--- src/rtl/hwk_pkg.sv ---
`timescale 1ns/1ps
package hwk_pkg;
  localparam int NPIN  = 4;
  localparam int REG_W = 8;
  localparam int AW    = 2;

  localparam logic [AW-1:0] A_TRIG  = 2'd0;
  localparam logic [AW-1:0] A_POL   = 2'd1;
  localparam logic [AW-1:0] A_MCTL  = 2'd2;
  localparam logic [AW-1:0] A_MCTL2 = 2'd3;

  localparam int MC_PULSE   = 0;
  localparam int MC_OD      = 1;
  localparam int MC_BTN_EN  = 2;
  localparam int MC_BTN_EVT = 3;
  localparam int MC_TMR_EVT = 4;
  localparam int MC_GPO     = 5;
  localparam int MC_HIB     = 6;

  localparam int M2_GLITCH  = 0;
  localparam int M2_LOCK    = 1;

  localparam logic [NPIN-1:0] POL_RST = '1;
endpackage

--- src/rtl/hwk_sync_filter.sv ---
`timescale 1ns/1ps
module hwk_sync_filter #(
  parameter int   SYNC_DEPTH = 2,
  parameter int   FILT_DEPTH = 3,
  parameter logic RST_VAL    = 1'b0
) (
  input  logic clk,
  input  logic rst_n,
  input  logic din,
  input  logic glitch_en,
  output logic filt
);
  localparam int HW = FILT_DEPTH - 1;

  logic [SYNC_DEPTH-1:0] sync_q;
  logic [HW-1:0]         hist_q;
  logic                  held_q;
  logic                  smp;
  logic [HW:0]           window;
  logic                  agree;

  assign smp    = sync_q[SYNC_DEPTH-1];
  assign window = {hist_q, smp};
  assign agree  = (&window) | ~(|window);

  always_ff @(posedge clk or negedge rst_n) begin
    if (!rst_n) begin
      sync_q <= {SYNC_DEPTH{RST_VAL}};
      hist_q <= {HW{RST_VAL}};
      held_q <= RST_VAL;
    end else begin
      sync_q <= {sync_q[SYNC_DEPTH-2:0], din};
      for (int k = HW - 1; k > 0; k--) hist_q[k] <= hist_q[k-1];
      hist_q[0] <= smp;
      if (agree) held_q <= smp;
    end
  end

  assign filt = glitch_en ? held_q : smp;
endmodule

--- src/rtl/hwk_pin_detect.sv ---
`timescale 1ns/1ps
module hwk_pin_detect #(
  parameter int   SYNC_DEPTH = 2,
  parameter int   FILT_DEPTH = 3,
  parameter logic RST_VAL    = 1'b0
) (
  input  logic clk,
  input  logic rst_n,
  input  logic din,
  input  logic glitch_en,
  input  logic edge_mode,
  input  logic pol,
  output logic hit
);
  logic filt;
  logic prev_q;
  logic rise;
  logic fall;

  hwk_sync_filter #(
    .SYNC_DEPTH(SYNC_DEPTH),
    .FILT_DEPTH(FILT_DEPTH),
    .RST_VAL   (RST_VAL)
  ) u_filt (
    .clk      (clk),
    .rst_n    (rst_n),
    .din      (din),
    .glitch_en(glitch_en),
    .filt     (filt)
  );

  always_ff @(posedge clk or negedge rst_n) begin
    if (!rst_n) prev_q <= RST_VAL;
    else        prev_q <= filt;
  end

  assign rise = filt & ~prev_q;
  assign fall = ~filt & prev_q;
  assign hit  = edge_mode ? (pol ? rise : fall) : (filt == pol);
endmodule

--- src/rtl/hwk_regs.sv ---
`timescale 1ns/1ps
module hwk_regs
  import hwk_pkg::*;
(
  input  logic             clk,
  input  logic             rst_n,
  input  logic             wr,
  input  logic [AW-1:0]    addr,
  input  logic [REG_W-1:0] wdata,
  input  logic [NPIN-1:0]  pin_hit,
  input  logic             btn_wake,
  input  logic             tmr_hit,
  output logic [NPIN-1:0]  trig,
  output logic [NPIN-1:0]  pol,
  output logic             pulse,
  output logic             od,
  output logic             btn_en,
  output logic             gpo,
  output logic             glitch_en,
  output logic             lock,
  output logic             hib_cmd,
  output logic [REG_W-1:0] rdata
);
  logic [NPIN-1:0] pin_evt;
  logic            btn_evt;
  logic            tmr_evt;
  logic            sel_trig, sel_pol, sel_mctl, sel_mctl2;
  logic [NPIN-1:0] pin_clr;
  logic [REG_W-1:0] pol_rd;
  logic            unused_wdata;

  assign sel_trig  = wr && (addr == A_TRIG);
  assign sel_pol   = wr && (addr == A_POL);
  assign sel_mctl  = wr && (addr == A_MCTL);
  assign sel_mctl2 = wr && (addr == A_MCTL2);
  assign pin_clr   = sel_trig ? wdata[NPIN-1:0] : '0;
  assign hib_cmd   = sel_mctl && wdata[MC_HIB];
  assign unused_wdata = ^wdata;

  always_ff @(posedge clk or negedge rst_n) begin
    if (!rst_n) begin
      trig      <= '0;
      pol       <= POL_RST;
      pin_evt   <= '0;
      pulse     <= 1'b0;
      od        <= 1'b0;
      btn_en    <= 1'b0;
      gpo       <= 1'b0;
      btn_evt   <= 1'b0;
      tmr_evt   <= 1'b0;
      glitch_en <= 1'b0;
      lock      <= 1'b0;
    end else begin
      if (sel_trig) trig <= wdata[2*NPIN-1:NPIN];
      pin_evt <= (pin_evt & ~pin_clr) | pin_hit;
      if (sel_pol) begin
        for (int i = 0; i < NPIN; i++) pol[i] <= wdata[2*i];
      end
      if (sel_mctl) begin
        pulse <= wdata[MC_PULSE];
        od    <= wdata[MC_OD];
        gpo   <= wdata[MC_GPO];
        if (!lock) btn_en <= wdata[MC_BTN_EN];
      end
      btn_evt <= (btn_evt & ~(sel_mctl & wdata[MC_BTN_EVT])) | btn_wake;
      tmr_evt <= (tmr_evt & ~(sel_mctl & wdata[MC_TMR_EVT])) | tmr_hit;
      if (sel_mctl2) begin
        glitch_en <= wdata[M2_GLITCH];
        if (!lock) lock <= wdata[M2_LOCK];
      end
    end
  end

  always_comb begin
    pol_rd = '0;
    for (int i = 0; i < NPIN; i++) pol_rd[2*i] = pol[i];
  end

  always_comb begin
    rdata = '0;
    unique case (addr)
      A_TRIG: rdata = {trig, pin_evt};
      A_POL:  rdata = pol_rd;
      A_MCTL: begin
        rdata[MC_PULSE]   = pulse;
        rdata[MC_OD]      = od;
        rdata[MC_BTN_EN]  = btn_en;
        rdata[MC_BTN_EVT] = btn_evt;
        rdata[MC_TMR_EVT] = tmr_evt;
        rdata[MC_GPO]     = gpo;
      end
      default: begin
        rdata[M2_GLITCH] = glitch_en;
        rdata[M2_LOCK]   = lock;
      end
    endcase
  end
endmodule

--- src/rtl/hwk_pwr_out.sv ---
`timescale 1ns/1ps
module hwk_pwr_out #(
  parameter int PULSE_LEN = 4
) (
  input  logic clk,
  input  logic rst_n,
  input  logic wake,
  input  logic hib_cmd,
  input  logic pulse,
  input  logic od,
  output logic pwr,
  output logic oe,
  output logic cfg_err
);
  localparam int CW = $clog2(PULSE_LEN + 1);
  localparam logic [CW-1:0] PLEN = CW'(PULSE_LEN);

  logic [CW-1:0] cnt_q;
  logic          lvl_q;

  always_ff @(posedge clk or negedge rst_n) begin
    if (!rst_n) begin
      cnt_q <= '0;
      lvl_q <= 1'b1;
    end else begin
      if (cnt_q != '0)         cnt_q <= cnt_q - 1'b1;
      else if (pulse && wake)  cnt_q <= PLEN;
      if (!pulse) begin
        if (wake)         lvl_q <= 1'b1;
        else if (hib_cmd) lvl_q <= 1'b0;
      end
    end
  end

  assign pwr     = pulse ? (cnt_q != '0) : lvl_q;
  assign oe      = (od && pulse) ? ~pwr : 1'b1;
  assign cfg_err = od && !pulse;
endmodule

--- src/rtl/hwk_wake_ctrl.sv ---
`timescale 1ns/1ps
module hwk_wake_ctrl
  import hwk_pkg::*;
#(
  parameter int PULSE_LEN  = 4,
  parameter int SYNC_DEPTH = 2,
  parameter int FILT_DEPTH = 3
) (
  input  logic             clk_ao,
  input  logic             rst_por_n,
  input  logic [NPIN-1:0]  wake_pin_i,
  input  logic             rstbtn_n_i,
  input  logic             tmr_evt_i,
  input  logic             reg_wr_i,
  input  logic [AW-1:0]    reg_addr_i,
  input  logic [REG_W-1:0] reg_wdata_i,
  output logic [REG_W-1:0] reg_rdata_o,
  output logic             pwr_en_o,
  output logic             pwr_en_oe_o,
  output logic             gpo_o,
  output logic             cfg_err_o
);
  logic [NPIN-1:0] cfg_trig, cfg_pol, pin_hit;
  logic cfg_pulse, cfg_od, cfg_btn_en, cfg_glitch, cfg_lock;
  logic hib_cmd, btn_hit, btn_wake, wake_any;

  for (genvar g = 0; g < NPIN; g++) begin : g_pin
    hwk_pin_detect #(
      .SYNC_DEPTH(SYNC_DEPTH),
      .FILT_DEPTH(FILT_DEPTH),
      .RST_VAL   (1'b0)
    ) u_det (
      .clk      (clk_ao),
      .rst_n    (rst_por_n),
      .din      (wake_pin_i[g]),
      .glitch_en(cfg_glitch),
      .edge_mode(cfg_trig[g]),
      .pol      (cfg_pol[g]),
      .hit      (pin_hit[g])
    );
  end

  hwk_pin_detect #(
    .SYNC_DEPTH(SYNC_DEPTH),
    .FILT_DEPTH(FILT_DEPTH),
    .RST_VAL   (1'b1)
  ) u_btn (
    .clk      (clk_ao),
    .rst_n    (rst_por_n),
    .din      (rstbtn_n_i),
    .glitch_en(cfg_glitch),
    .edge_mode(1'b1),
    .pol      (1'b0),
    .hit      (btn_hit)
  );

  assign btn_wake = btn_hit & cfg_btn_en;
  assign wake_any = (|pin_hit) | btn_wake | tmr_evt_i;

  hwk_regs u_regs (
    .clk      (clk_ao),
    .rst_n    (rst_por_n),
    .wr       (reg_wr_i),
    .addr     (reg_addr_i),
    .wdata    (reg_wdata_i),
    .pin_hit  (pin_hit),
    .btn_wake (btn_wake),
    .tmr_hit  (tmr_evt_i),
    .trig     (cfg_trig),
    .pol      (cfg_pol),
    .pulse    (cfg_pulse),
    .od       (cfg_od),
    .btn_en   (cfg_btn_en),
    .gpo      (gpo_o),
    .glitch_en(cfg_glitch),
    .lock     (cfg_lock),
    .hib_cmd  (hib_cmd),
    .rdata    (reg_rdata_o)
  );

  hwk_pwr_out #(.PULSE_LEN(PULSE_LEN)) u_pwr (
    .clk    (clk_ao),
    .rst_n  (rst_por_n),
    .wake   (wake_any),
    .hib_cmd(hib_cmd),
    .pulse  (cfg_pulse),
    .od     (cfg_od),
    .pwr    (pwr_en_o),
    .oe     (pwr_en_oe_o),
    .cfg_err(cfg_err_o)
  );
endmodule

--- config.mk ---
export PLATFORM = sky130hd
export DESIGN_NAME = hwk_wake_ctrl
export DESIGN_NICKNAME = d
export VERILOG_FILES = /design/src/rtl/hwk_pkg.sv /design/src/rtl/hwk_sync_filter.sv /design/src/rtl/hwk_pin_detect.sv /design/src/rtl/hwk_regs.sv /design/src/rtl/hwk_pwr_out.sv /design/src/rtl/hwk_wake_ctrl.sv
export SDC_FILE = /design/constraint.sdc
export NUM_CORES = 1
export LEC_CHECK = 0
export BUFFER_PORTS_ARGS = -buffer_cell sky130_fd_sc_hd__buf_2
export CAP_MARGIN = 0
export CORE_UTILIZATION = 55
export DETAILED_ROUTE_END_ITERATION = 8
export PLACE_DENSITY = 0.77
export SLEW_MARGIN = 0
export SYNTH_ARGS = -nofsm -noshare
export SYNTH_HDL_FRONTEND = slang
export SYNTH_SLANG_ARGS = --single-unit
--- constraint.sdc ---
create_clock -name clk_ao -period 3.8 [get_ports clk_ao]
set_input_delay 0.57 -clock clk_ao [delete_from_list [all_inputs] [get_ports clk_ao]]
set_output_delay 0.57 -clock clk_ao [all_outputs]
set_load 0.005 [all_outputs]
==> Word-level counts from Yosys, hierarchy flattened <==
Cells that the tools add are included.
{ "classes": {"add_sub_neg": 1, "eq_ne": 7, "mux": 24, "bitwise_logic": 45, "n_reduce_logical": 26} }
{ "op_table": {"columns": ["operator", "n"], "rows": [
  ["NOT 1 bit", 19],
  ["2-to-1 mux 1 bit", 18],
  ["AND reduction 3 bit", 5],
  ["OR reduction 3 bit", 5],
  ["bitwise AND 1 bit", 14],
  ["case mux 4 bit (3 select lines)", 1],
  ["OR 1 bit", 9],
  ["logical AND 1 bit", 8],
  ["2-to-1 mux 3 bit", 2],
  ["case mux 2 bit (3 select lines)", 1],
  ["bitwise AND 4 bit", 1],
  ["== test 1 bit", 4],
  ["== test 2 bit (second input constant)", 2],
  ["2-to-1 mux 4 bit", 1],
  ["NOT 4 bit", 1],
  ["OR 4 bit", 1],
  ["case mux 2 bit (2 select lines)", 1],
  ["AND reduction 2 bit", 2],
  ["nonzero test 2 bit", 2],
  ["OR reduction 4 bit", 1],
  ["nonzero test 3 bit", 1],
  ["subtractor 3 x 1 -> 3 bit (second input constant)", 1],
  ["== test 2 x 1 -> 1 bit (second input constant)", 1],
  ["zero test 2 bit", 1],
  ["zero test 1 bit", 1]
]} }
{ "totals": {"regBits": 54, "out_inout_bits": 12} }

==> Depth between registers and ports, before layout <==
Gate-level depths: netlist (run 1).
{ "depth": {"word_depth": 11, "mapped_depth": 7, "ltp_nobuf": 6} }

==> Modules after synthesis <==
A second synthesis (run 1) with hierarchy kept.
{ "unflattened": {"hier_cells": 174, "area_unflattened_um2": 2253.4} }
{ "modules_own_cells": {"columns": ["mod", "instances", "cells_per_inst", "area_per_inst_um2", "seq_area_each_um2"], "rows": [
  ["hwk_regs", 1, 75, 975.9, 505.5],
  ["hwk_sync_filter (g_pin[0].u_det.u_filt ...)", 4, 10, 158.9, 125.1],
  ["hwk_pin_detect (g_pin[0].u_det ...)", 4, 5, 51.3, 25.0],
  ["hwk_pwr_out", 1, 19, 191.4, 101.3],
  ["hwk_sync_filter (u_btn.u_filt)", 1, 10, 165.2, 131.4],
  ["hwk_pin_detect (u_btn)", 1, 5, 52.6, 26.3],
  ["hwk_wake_ctrl", 1, 5, 27.5, 0.0]
]} }

==> Least setup slack after synthesis (run 1) <==
OpenSTA, ideal clock, no wires.
{ "synth_timing": {"kind": "input -> output", "start": "in reg_addr_i[1]", "end": "out reg_rdata_o[0]", "arrival_time_ps": 1289, "t_required_ps": 3230, "path_slack_ps": 1941, "path_stages": 2, "path_buffers": 1, "cell_sequence": "buf_1 -> mux4_2"} }
{ "synth_via": {"elab_chain_len": 2, "elab_cells_between_ends": 4} }
{ "synth_lines": {"columns": ["item", "line", "source"], "rows": [
  ["start: declaration", "hwk_wake_ctrl.sv:15", "input logic [AW-1:0] reg_addr_i,"],
  ["== test 2 bit, or another cell as far along", "hwk_regs.sv:81", "unique case (addr)"],
  ["case mux 2 bit (3 select lines) *", "hwk_regs.sv:81", null],
  ["end: declaration", "hwk_wake_ctrl.sv:17", "output logic [REG_W-1:0] reg_rdata_o,"]
]} }
Mark *: on every way between the ends. The rest lies on a longest branch, timed or not.

==> Final worst setup path (run 1) <==
{ "layout_timing": {"start": "reg u_pwr.cnt_q[0]", "end": "out pwr_en_oe_o"} }
{ "layout_via": {"elab_chain_len": 4} }
{ "layout_lines": {"columns": ["item", "line", "source"], "rows": [
  ["start: declaration", "hwk_pwr_out.sv:18", "logic [CW-1:0] cnt_q;"],
  ["start signal: assignment", "hwk_pwr_out.sv:26", "if (cnt_q != '0) cnt_q <= cnt_q - 1'b1;"],
  ["nonzero test 3 bit", "hwk_pwr_out.sv:35", "assign pwr = pulse ? (cnt_q != '0) : lvl_q;"],
  ["2-to-1 mux 1 bit", "hwk_pwr_out.sv:35", null],
  ["NOT 1 bit", "hwk_pwr_out.sv:36", "assign oe = (od && pulse) ? ~pwr : 1'b1;"],
  ["2-to-1 mux 1 bit", "hwk_pwr_out.sv:36", null],
  ["end: declaration", "hwk_wake_ctrl.sv:19", "output logic pwr_en_oe_o,"]
]} }
No other way between the ends.

==> reports/results.txt, run 1 <==
outcome = finished, final reports clean
Tot Pwr = 1.45 mW
post-DP HPWL = 3010 um
Slowest cell on crit path = dfrtp_1
Worst Setup Start Kind = register
drt total wl = 4190 um
Clk Latency, worst-skew pair = 0.31 ns
commonest non-fill, non-tap cell in the layout = dfrtp_1
Clock Tree Buf Depth = 2
adder-cell share of the synthesized area = 0.548%
number of buffers created by CTS = 5
gpl congestion = 0.809
post-CTS resize count = 0
library cells used by synthesis = 43
post-synthesis register bit count = 54
initial antenna violation count = 0
GRT overflow = 0
hold_buf cts = 0
Via Count = 1531
Critical Path RT = 3.23 ns
Cells after Synth = 190
Pleak = 1.16 nW
RSZ-0062 raised after global routing = no
Synth Area in XOR/XNOR = 0.383%
area of the multi-input gates = 863 sq um
post-route cell area = 0.00259 sq mm
Syn-to-layout area delta = 13.3%
CP Cell Sequence = nor2_1, ha_1, nand3b_1, buf_2
count of final setup violators = 0
Slew Viols, Final = 0
Reg area = 0.00137 sq mm
vias in the first global route = 1441
final clock skew = 0.0116 ns
Die Footprint = 0.00442 sq mm
Nets = 243
number of synthesized flops with an enable pin = 0
largest net degree at the start of global routing = 32
slowest cell delay on critical path = 0.41 ns
post-layout util = 64.7%
Post-Syn Area = 0.00228 sq mm
via/cell ratio = 5.59
post-DR wirelength/cell = 15.3 um
FILL cells = 333
Antenna Cells = 0
syn_area_per_cell = 12.0 sq um
I/O pins = 31
Slew @ Worst Pin = 0.623 ns
most frequent cells in the layout = 43 x dfrtp_1, 30 x buf_2, 29 x nand2_1
CTS H-tree depth = 2
Synth Area in Compound Gates = 9.42%
CTS tree = yes
Chip Width = 66.5 um
Clock Tree Root = clkbuf_8
fmax = 0.476 GHz
Initial Utilization = 57.1%
warnings from Yosys = 0
PortBufs = 30
Slew headroom = 58.3%
DP Area = 0.00248 sq mm
multiplexer share of the synthesized area = 11.6%
layout cells sized above 1 = 32.1%
post-synthesis sequential area ratio = 59.7%
DRC Markers = 0
crit path kind = reg -> out
drt pass-1 iters = 4
antenna viol nets, final = 0
first-pass GRT wire length = 6960 um
Iter 0 DRT Violations = 43
clk slew on worst S/H paths = 0.10 ns
row count = 23
Final period util = 55.3%
CP arrival = 1.53 ns
Final min period = 2.10 ns
Final TNS setup = 0 ns
Die Ht = 66.5 um
max-cap violations = 0
Synth Area in Simple Gates = 15.9%
Synth Flop Type = dfrtp_1
hold crit path type = in -> async
final hold violations = 0
Core Footprint = 0.00400 sq mm
Syn Nets = 210
maximum vdd ir drop = 0.000355 V
TritonCTS sink count = 54
Post-synth ARST share = 100%
largest family of logic cells by synthesized area = simple AND/OR/NAND/NOR gates
total routing usage reported by global routing = 22.2%
postcts setup bufs = 0
Crit. End Element = output port
crit path max fanout = 9
Power Density = 560 mW/mm^2
[cell families after synthesis]
| family | count (synthesis) |
|---|---|
| buffers and inverters | 13 |
| flip-flops | 54 |
| XOR/XNOR | 1 |
| AO/OA/AOI/OAI | 33 |
| adder cells (fa/ha/maj) | 1 |
| multiplexers | 23 |
| AND/OR/NAND/NOR | 65 |
[metal layers]
layer | wire length (um) | track usage (%)
met2 | 2040 | 33.9
met3 | 164 | 6.16
met5 | 0 | 0
met4 | 88 | 10.4
met1 | 1900 | 29.2
[report_power, final]
| group | internal, mW | switching (mW) | leakage, nW | total (mW) |
|---|---|---|---|---|
| registers | 0.670 | 0.0756 | 0.600 | 0.745 |
| clock network | 0.194 | 0.181 | 0.0579 | 0.375 |
| logic | 0.168 | 0.162 | 0.497 | 0.330 |
| total | 1.03 | 0.418 | 1.16 | 1.45 |
[area by class of cell]
type,instances,share of cell area (%)
sequential,54,52.8
multi-input combinational,123,33.4
timing repair buffer,31,6.09
clock buffer,5,2.66
tap,50,2.42
clock inverter,3,1.55
inverter,8,1.16
[synth_stat cells (all sizes together), types with 5 or more instances]
library cell | n | area share (%)
dfrtp | 43 | 47
nand2 | 29 | 4.8
mux2 | 14 | 7.1
o21ai | 13 | 2.8
dfstp | 11 | 13
inv | 8 | 1.3
mux2i | 8 | 3.5
nor2b | 7 | 1.9
a21oi | 6 | 1.3
nor2 | 5 | 0.82
nor3 | 5 | 1.8
[path summary, 6_finish.rpt]
kind | slack (ns) | from | depth (start not counted) | end
min in group clk_ao | 0.34 | g_pin[2].u_det.u_filt.sync_q[0]$_DFF_PN0_ | 0 | g_pin[2].u_det.u_filt.sync_q[1]$_DFF_PN0_
max in group asynchronous | 2.77 | rst_por_n | 2 | u_btn.u_filt.sync_q[1]$_DFF_PN1_
worst min register to register | 0.34 | g_pin[2].u_det.u_filt.sync_q[0]$_DFF_PN0_ | 0 | g_pin[2].u_det.u_filt.sync_q[1]$_DFF_PN0_
worst max-delay path | 1.70 | u_pwr.cnt_q[0]$_DFFE_PN0P_ | 4 | pwr_en_oe_o
worst min-delay path | 0.21 | rst_por_n | 1 | g_pin[0].u_det.u_filt.hist_q[0]$_DFF_PN0_
worst max register to register | 1.80 | u_regs.glitch_en$_DFFE_PN0P_ | 4 | u_pwr.cnt_q[1]$_DFFE_PN0P_
[through the flow]
stage	setup slack, ns	hold WS (ns)	cells
final	1.70	0.213	274
after global routing	1.57	0.252	274
after CTS	1.68	0.226	274
after detailed placement	1.71	0.335	266
after global placement	1.73	0.333	266
after floorplan	1.94	0.274	190
[sequential cells by signal, summed over array words and instances, names as in the netlist, 2 cells and up]
register	count
g_pin.u_det.prev_q	4
g_pin.u_det.u_filt.held_q	4
g_pin.u_det.u_filt.hist_q	8
g_pin.u_det.u_filt.sync_q	8
u_btn.u_filt.hist_q	2
u_btn.u_filt.sync_q	2
u_pwr.cnt_q	3
u_regs.pin_evt	4
u_regs.pol	4
u_regs.trig	4
[worst max-delay path, delay by kind of cell, from the launching register on]
family	cells	cell delay, ns
adder cells (fa/ha/maj)	1	0.35
buffers and inverters	1	0.11
AND/OR/NAND/NOR	2	0.35
flip-flops	1	0.41
(Power assumes the default switching activity.)
==> inputs of run 2 (changes only) <==
--- a/config.mk
+++ b/config.mk
@@ -7,9 +7,9 @@
 export LEC_CHECK = 0
 export BUFFER_PORTS_ARGS = -buffer_cell sky130_fd_sc_hd__buf_2
 export CAP_MARGIN = 0
-export CORE_UTILIZATION = 55
+export CORE_UTILIZATION = 51
 export DETAILED_ROUTE_END_ITERATION = 8
-export PLACE_DENSITY = 0.77
+export PLACE_DENSITY = 0.75
 export SLEW_MARGIN = 0
 export SYNTH_ARGS = -nofsm -noshare
 export SYNTH_HDL_FRONTEND = slang
==> constraint.sdc (replaced) <==
create_clock -name clk_ao -period 1.8 [get_ports clk_ao]
set_input_delay 0.27 -clock clk_ao [delete_from_list [all_inputs] [get_ports clk_ao]]
set_output_delay 0.27 -clock clk_ao [all_outputs]
set_load 0.005 [all_outputs]
==> run 2 against run 1 <==
  * Critical endpoint is now u_pwr.cnt_q[0]$_DFFE_PN0P_
  * Critical path depth up 1
  * Clock skew decreased by 0.00098 ns
  * Wire length grew 1.5%
  * Critical path type is now reg -> reg
  * Cell area rose by 2.4%
  * Sequential share of layout area shrank 1.2 points
  * Via count is 1.2% lower
  * Sequential power is 110% higher
  * Highest routed layer unchanged
  * Combinational power grew 140%
  * Cell count rose by 1.5%
==> reports/results.txt, run 2 (same netlist as run 1, synthesis figures left out) <==
I/O pins = 31
Syn-to-layout area delta = 15.9%
post-DR wirelength/cell = 15.3 um
Antenna Cells = 0
Crit. End Element = register
Final TNS setup = 0 ns
Clock Tree Buf Depth = 2
clk slew on worst S/H paths = 0.10 ns
RSZ-0062 raised after global routing = yes
first-pass GRT wire length = 6770 um
Sequential Power Share = 52.2%
initial antenna violation count = 0
drt pass-1 iters = 5
r2r startpoint = u_regs.glitch_en$_DFFE_PN0P_
r2r setup slk = 0.07 ns
Hold Crit Start = rstbtn_n_i
gpl congestion = 0.802
Clk Latency, worst-skew pair = 0.31 ns
CTS H-tree depth = 2
total routing usage reported by global routing = 20.6%
DRC Markers = 0
fmax = 0.580 GHz
largest net degree at the start of global routing = 55
Chip Width = 68.9 um
origin of the worst setup path = u_regs.glitch_en$_DFFE_PN0P_
number of buffers created by CTS = 5
pre-CTS WS = 0.0142 ns
DP Cell Count = 269
Die Footprint = 0.00475 sq mm
Die Ht = 68.9 um
CP arrival = 1.94 ns
Slew headroom = 79.4%
Worst Hold Path EP = u_btn.u_filt.sync_q[0]$_DFF_PN1_
count of final setup violators = 0
cells on worst reg2reg path = 5
Initial Utilization = 55.1%
Pleak = 1.16 nW
Worst Path Buf+Inv = 0
Power Density = 1140 mW/mm^2
Tot Pwr = 3.03 mW
CP Cell Sequence = mux2_2, nor3_2, a311oi_4, and3_4, o21a_1
Net Sw Power = 0.924 mW
Final period util = 95.8%
r2r endpoint = u_pwr.cnt_q[0]$_DFFE_PN0P_
final worst slack = 0.0748 ns
slowest cell delay on critical path = 0.46 ns
Worst path top cell family by delay = simple AND/OR/NAND/NOR gates
antenna viol nets, final = 0
commonest non-fill, non-tap cell in the layout = dfrtp_1
Finished Layout Cells = 278
most frequent cells in the layout = 42 x dfrtp_1, 30 x buf_2, 29 x nand2_1
Slew Viols, Final = 0
Core Footprint = 0.00414 sq mm
largest registers = g_pin.u_det.u_filt.hist_q x8, g_pin.u_det.u_filt.sync_q x8
crit path max fanout = 7
crit path kind = reg -> reg
Clock Tree Root = clkbuf_8
Iter 0 DRT Violations = 81
hold crit path type = in -> reg
hold path cells = 1
via/cell ratio = 5.44
Critical Path RT = 2.01 ns
PortBufs = 30
max-cap violations = 0
internal cell power = 2.10 mW
Worst Setup Start Kind = register
final clock skew = 0.0106 ns
CTS tree = yes
Nets = 247
vias in the first global route = 1425
power share of the combinational group = 26.0%
layout cells sized above 1 = 34.6%
Final min period = 1.73 ns
Slowest cell on crit path = dfrtp_2
Via Count = 1512
post-DP HPWL = 3040 um
Clk pwr share = 21.8%
final hold violations = 0
GRT overflow = 0
Slew @ Worst Pin = 0.301 ns
TritonCTS sink count = 54
hold_ws = 0.0550 ns
post-route cell area = 0.00265 sq mm
outcome = finished, final reports clean
drt total wl = 4250 um
row count = 23
post-layout util = 63.9%
sw frac = 30.5%
DP Area = 0.00251 sq mm
maximum vdd ir drop = 0.000544 V
-- run 2: cell count changes in the layout (fill, tap and decap cells not counted), sizes merged --
cell         change
buf              +3
bufinv           -1
clkbuf           +1
clkinv           -2
clkinvlp         +2
dlygate4sd3      +1
-- run 2: how the worst max path moves through the flow --
| stage | to | depth (start not counted) |
|---|---|---|
| after global routing | u_pwr.cnt_q[1]$_DFFE_PN0P_ | 5 |
| after detailed placement | u_pwr.cnt_q[1]$_DFFE_PN0P_ | 5 |
| final | u_pwr.cnt_q[0]$_DFFE_PN0P_ | 5 |
| after CTS | pwr_en_oe_o | 4 |
| after global placement | u_pwr.cnt_q[1]$_DFFE_PN0P_ | 5 |
| after floorplan | u_pwr.cnt_q[1]$_DFFE_PN0P_ | 6 |
-- run 2: power by group through the flow --
stage,clock network [mW],logic (mW),registers (mW)
CTS,0.677,0.729,1.57
global placement,0,0.696,1.59
floorplan,0,0.539,1.53
finish,0.660,0.788,1.58
global route,0.722,0.896,1.61
detailed placement,0,0.716,1.59
-- run 2: repair_timing --
item | CTS | global route
endpoints found under the setup margin | 3 | 6
hold buffers | 1 | 0
endpoints found under the hold margin | 43 | 0
buffers inserted | 0 | 0
resized for setup | 2 | 5
pin swaps | 0 | 2
-- run 2: cell type report --
cell class                 instances  area (sq um)
fill                             339          1500
sequential                        54          1370
multi-input combinational        123           900
timing repair buffer              35           203
clock buffer                       6          72.6
tap                               50          62.6
inverter                           8          30.0
clock inverter                     2          15.0
-- run 2: per-layer routing --
metal / part of all wire [%] / up-vias / GRT usage (%)
met3: 3.5 / 7 / 5.43
li1: - / 732 / -
met5: 0 / - / 0
met1: 48 / 738 / 27.4
met4: 2.1 / 0 / 9.44
met2: 46 / 35 / 31.7
==> inputs of run 3 (changes only) <==
--- a/config.mk
+++ b/config.mk
@@ -7,9 +7,9 @@
 export LEC_CHECK = 0
 export BUFFER_PORTS_ARGS = -buffer_cell sky130_fd_sc_hd__buf_2
 export CAP_MARGIN = 0
-export CORE_UTILIZATION = 51
+export CORE_UTILIZATION = 55
 export DETAILED_ROUTE_END_ITERATION = 8
-export PLACE_DENSITY = 0.75
+export PLACE_DENSITY = 0.77
 export SLEW_MARGIN = 0
 export SYNTH_ARGS = -nofsm -noshare
 export SYNTH_HDL_FRONTEND = slang
==> constraint.sdc (replaced) <==
create_clock -name clk_ao -period 2.2 [get_ports clk_ao]
set_input_delay 0.33 -clock clk_ao [delete_from_list [all_inputs] [get_ports clk_ao]]
set_output_delay 0.33 -clock clk_ao [all_outputs]
set_load 0.005 [all_outputs]
==> run 3 against run 2 <==
  * Cell count shrank 0.36%
  * Die area is 7.1% lower
  * Non-clock buffer count shrank 1
  * Combinational power shrank 28%
  * Via count fell by 1.5%
  * Critical path depth fell by 1
  * Sequential power down 18%
  * Core utilization grew 1.2 points
  * Clock power is 13% lower
  * Critical path type is now reg -> out
  * Critical endpoint is now pwr_en_o
  * Largest cell class unchanged
==> reports/results.txt, run 3 (same netlist as run 1, synthesis figures left out) <==
outcome = finished, final reports clean
Chip Width = 66.5 um
Final period util = 86.3%
r2r endpoint = u_pwr.cnt_q[1]$_DFFE_PN0P_
number of buffers created by CTS = 5
GRT overflow = 0
first-pass GRT wire length = 6710 um
r2r setup slk = 0.40 ns
fmax = 0.527 GHz
global-route met3 utilization = 4.62%
maximum vdd ir drop = 0.000652 V
internal cell power = 1.71 mW
hold crit path type = in -> reg
area of the multi-input gates = 863 sq um
clk slew on worst S/H paths = 0.09 ns
CTS H-tree depth = 2
Clk pwr share = 23.6%
crit path max fanout = 9
via/cell ratio = 5.38
CP arrival = 1.57 ns
power share of the combinational group = 23.4%
Clock Tree Buf Depth = 2
post-DP HPWL = 3050 um
cells on worst reg2reg path = 4
Worst Hold Path EP = u_btn.u_filt.sync_q[0]$_DFF_PN1_
Final TNS setup = 0 ns
antenna viol nets, final = 0
Net Sw Power = 0.719 mW
hold path cells = 1
DRC Markers = 0
Hold Crit Start = rstbtn_n_i
max-cap violations = 0
Clock Tree Root = clkbuf_8
Initial Utilization = 57.1%
Worst Setup Start Kind = register
GR Util met2 = 34.2%
Antenna Cells = 0
FILL cells = 304
largest net degree at the start of global routing = 21
Core Footprint = 0.00400 sq mm
drt total wl = 4080 um
Via Count = 1490
Slew headroom = 72.8%
Reg area = 0.00137 sq mm
commonest non-fill, non-tap cell in the layout = dfrtp_1
gr busiest metal = met2
Sequential Power Share = 52.9%
total routing usage reported by global routing = 21.2%
row count = 23
drt pass-1 iters = 4
post-layout util = 65.1%
CTS tree = yes
most frequent cells in the layout = 43 x dfrtp_1, 30 x buf_2, 29 x nand2_1
Pleak = 1.16 nW
crit path kind = reg -> out
hold_ws = 0.114 ns
Slew Viols, Final = 0
Iter 0 DRT Violations = 79
PortBufs = 30
largest registers = g_pin.u_det.u_filt.hist_q x8, g_pin.u_det.u_filt.sync_q x8
Final min period = 1.90 ns
Die Footprint = 0.00442 sq mm
Die Ht = 66.5 um
Power Density = 933 mW/mm^2
initial antenna violation count = 0
r2r startpoint = u_regs.glitch_en$_DFFE_PN0P_
Crit. End Element = output port
Clk Latency, worst-skew pair = 0.30 ns
Slew @ Worst Pin = 0.407 ns
vias in the first global route = 1406
grt met1 use = 28.5%
post-DR wirelength/cell = 14.7 um
Syn-to-layout area delta = 14.0%
sw frac = 29.6%
Nets = 246
I/O pins = 31
final hold violations = 0
RSZ-0062 raised after global routing = no
layout cells sized above 1 = 32.6%
gpl congestion = 0.822
count of final setup violators = 0
TritonCTS sink count = 54
final clock skew = 0.00651 ns
Critical Path RT = 1.87 ns
## run 3: power by group through the flow
stage               Combinational, mW  Sequential [mW]  Clock, mW
CTS                             0.576             1.29      0.589
global route                    0.650             1.31      0.628
detailed placement              0.570             1.31          0
finish                          0.569             1.29      0.574
floorplan                       0.441             1.26          0
global placement                0.548             1.30          0
## run 3: routing by layer
metal / share of wire, % / up-vias
met1: 47 / 719
met2: 49 / 31
li1: - / 735
met5: 0 / -
met4: 1.3 / 0
met3: 3.4 / 5
## run 3: worst max path at each step
stage                                            start                          to  slack [ns]  depth (start not counted)
after floorplan           u_regs.glitch_en$_DFFE_PN0P_  u_pwr.cnt_q[1]$_DFFE_PN0P_        0.52                          6
after global placement    u_regs.glitch_en$_DFFE_PN0P_  u_pwr.cnt_q[1]$_DFFE_PN0P_        0.44                          5
after detailed placement  u_regs.glitch_en$_DFFE_PN0P_  u_pwr.cnt_q[1]$_DFFE_PN0P_        0.40                          4
after CTS                   u_pwr.cnt_q[0]$_DFFE_PN0P_                    pwr_en_o        0.28                          4
after global routing        u_pwr.cnt_q[0]$_DFFE_PN0P_                    pwr_en_o        0.20                          4
final                       u_pwr.cnt_q[0]$_DFFE_PN0P_                    pwr_en_o        0.30                          4
## run 3: cell type report
cell class | instances | share of cell area, %
multi-input combinational | 123 | 33.2
tap | 50 | 2.40
clock inverter | 2 | 0.673
sequential | 54 | 52.4
inverter | 8 | 1.15
clock buffer | 6 | 3.17
timing repair buffer | 34 | 7.02
## run 3: stage by stage
| stage | setup WS, ns | cell area [sq um] | power, mW | instances |
|---|---|---|---|---|
| global placement | 0.440 | 2490 | 1.85 | 268 |
| CTS | 0.280 | 2600 | 2.45 | 277 |
| global route | 0.203 | 2600 | 2.59 | 277 |
| detailed placement | 0.400 | 2490 | 1.88 | 268 |
| finish | 0.301 | 2600 | 2.43 | 277 |
| floorplan | 0.517 | 2280 | 1.70 | 190 |
## run 3: critical path, cell delays in order (launching register included)
cell and delay (ns):
dfrtp_1 0.41, nor2_1 0.22, ha_1 0.37, mux2i_1 0.12
buf_2 0.14
## run 3: repair_timing
action / in CTS / in global routing
hold buffers: 1 / 0
gates resized for setup: 0 / 0
endpoints found under the hold margin: 14 / 0
buffers inserted: 0 / 0
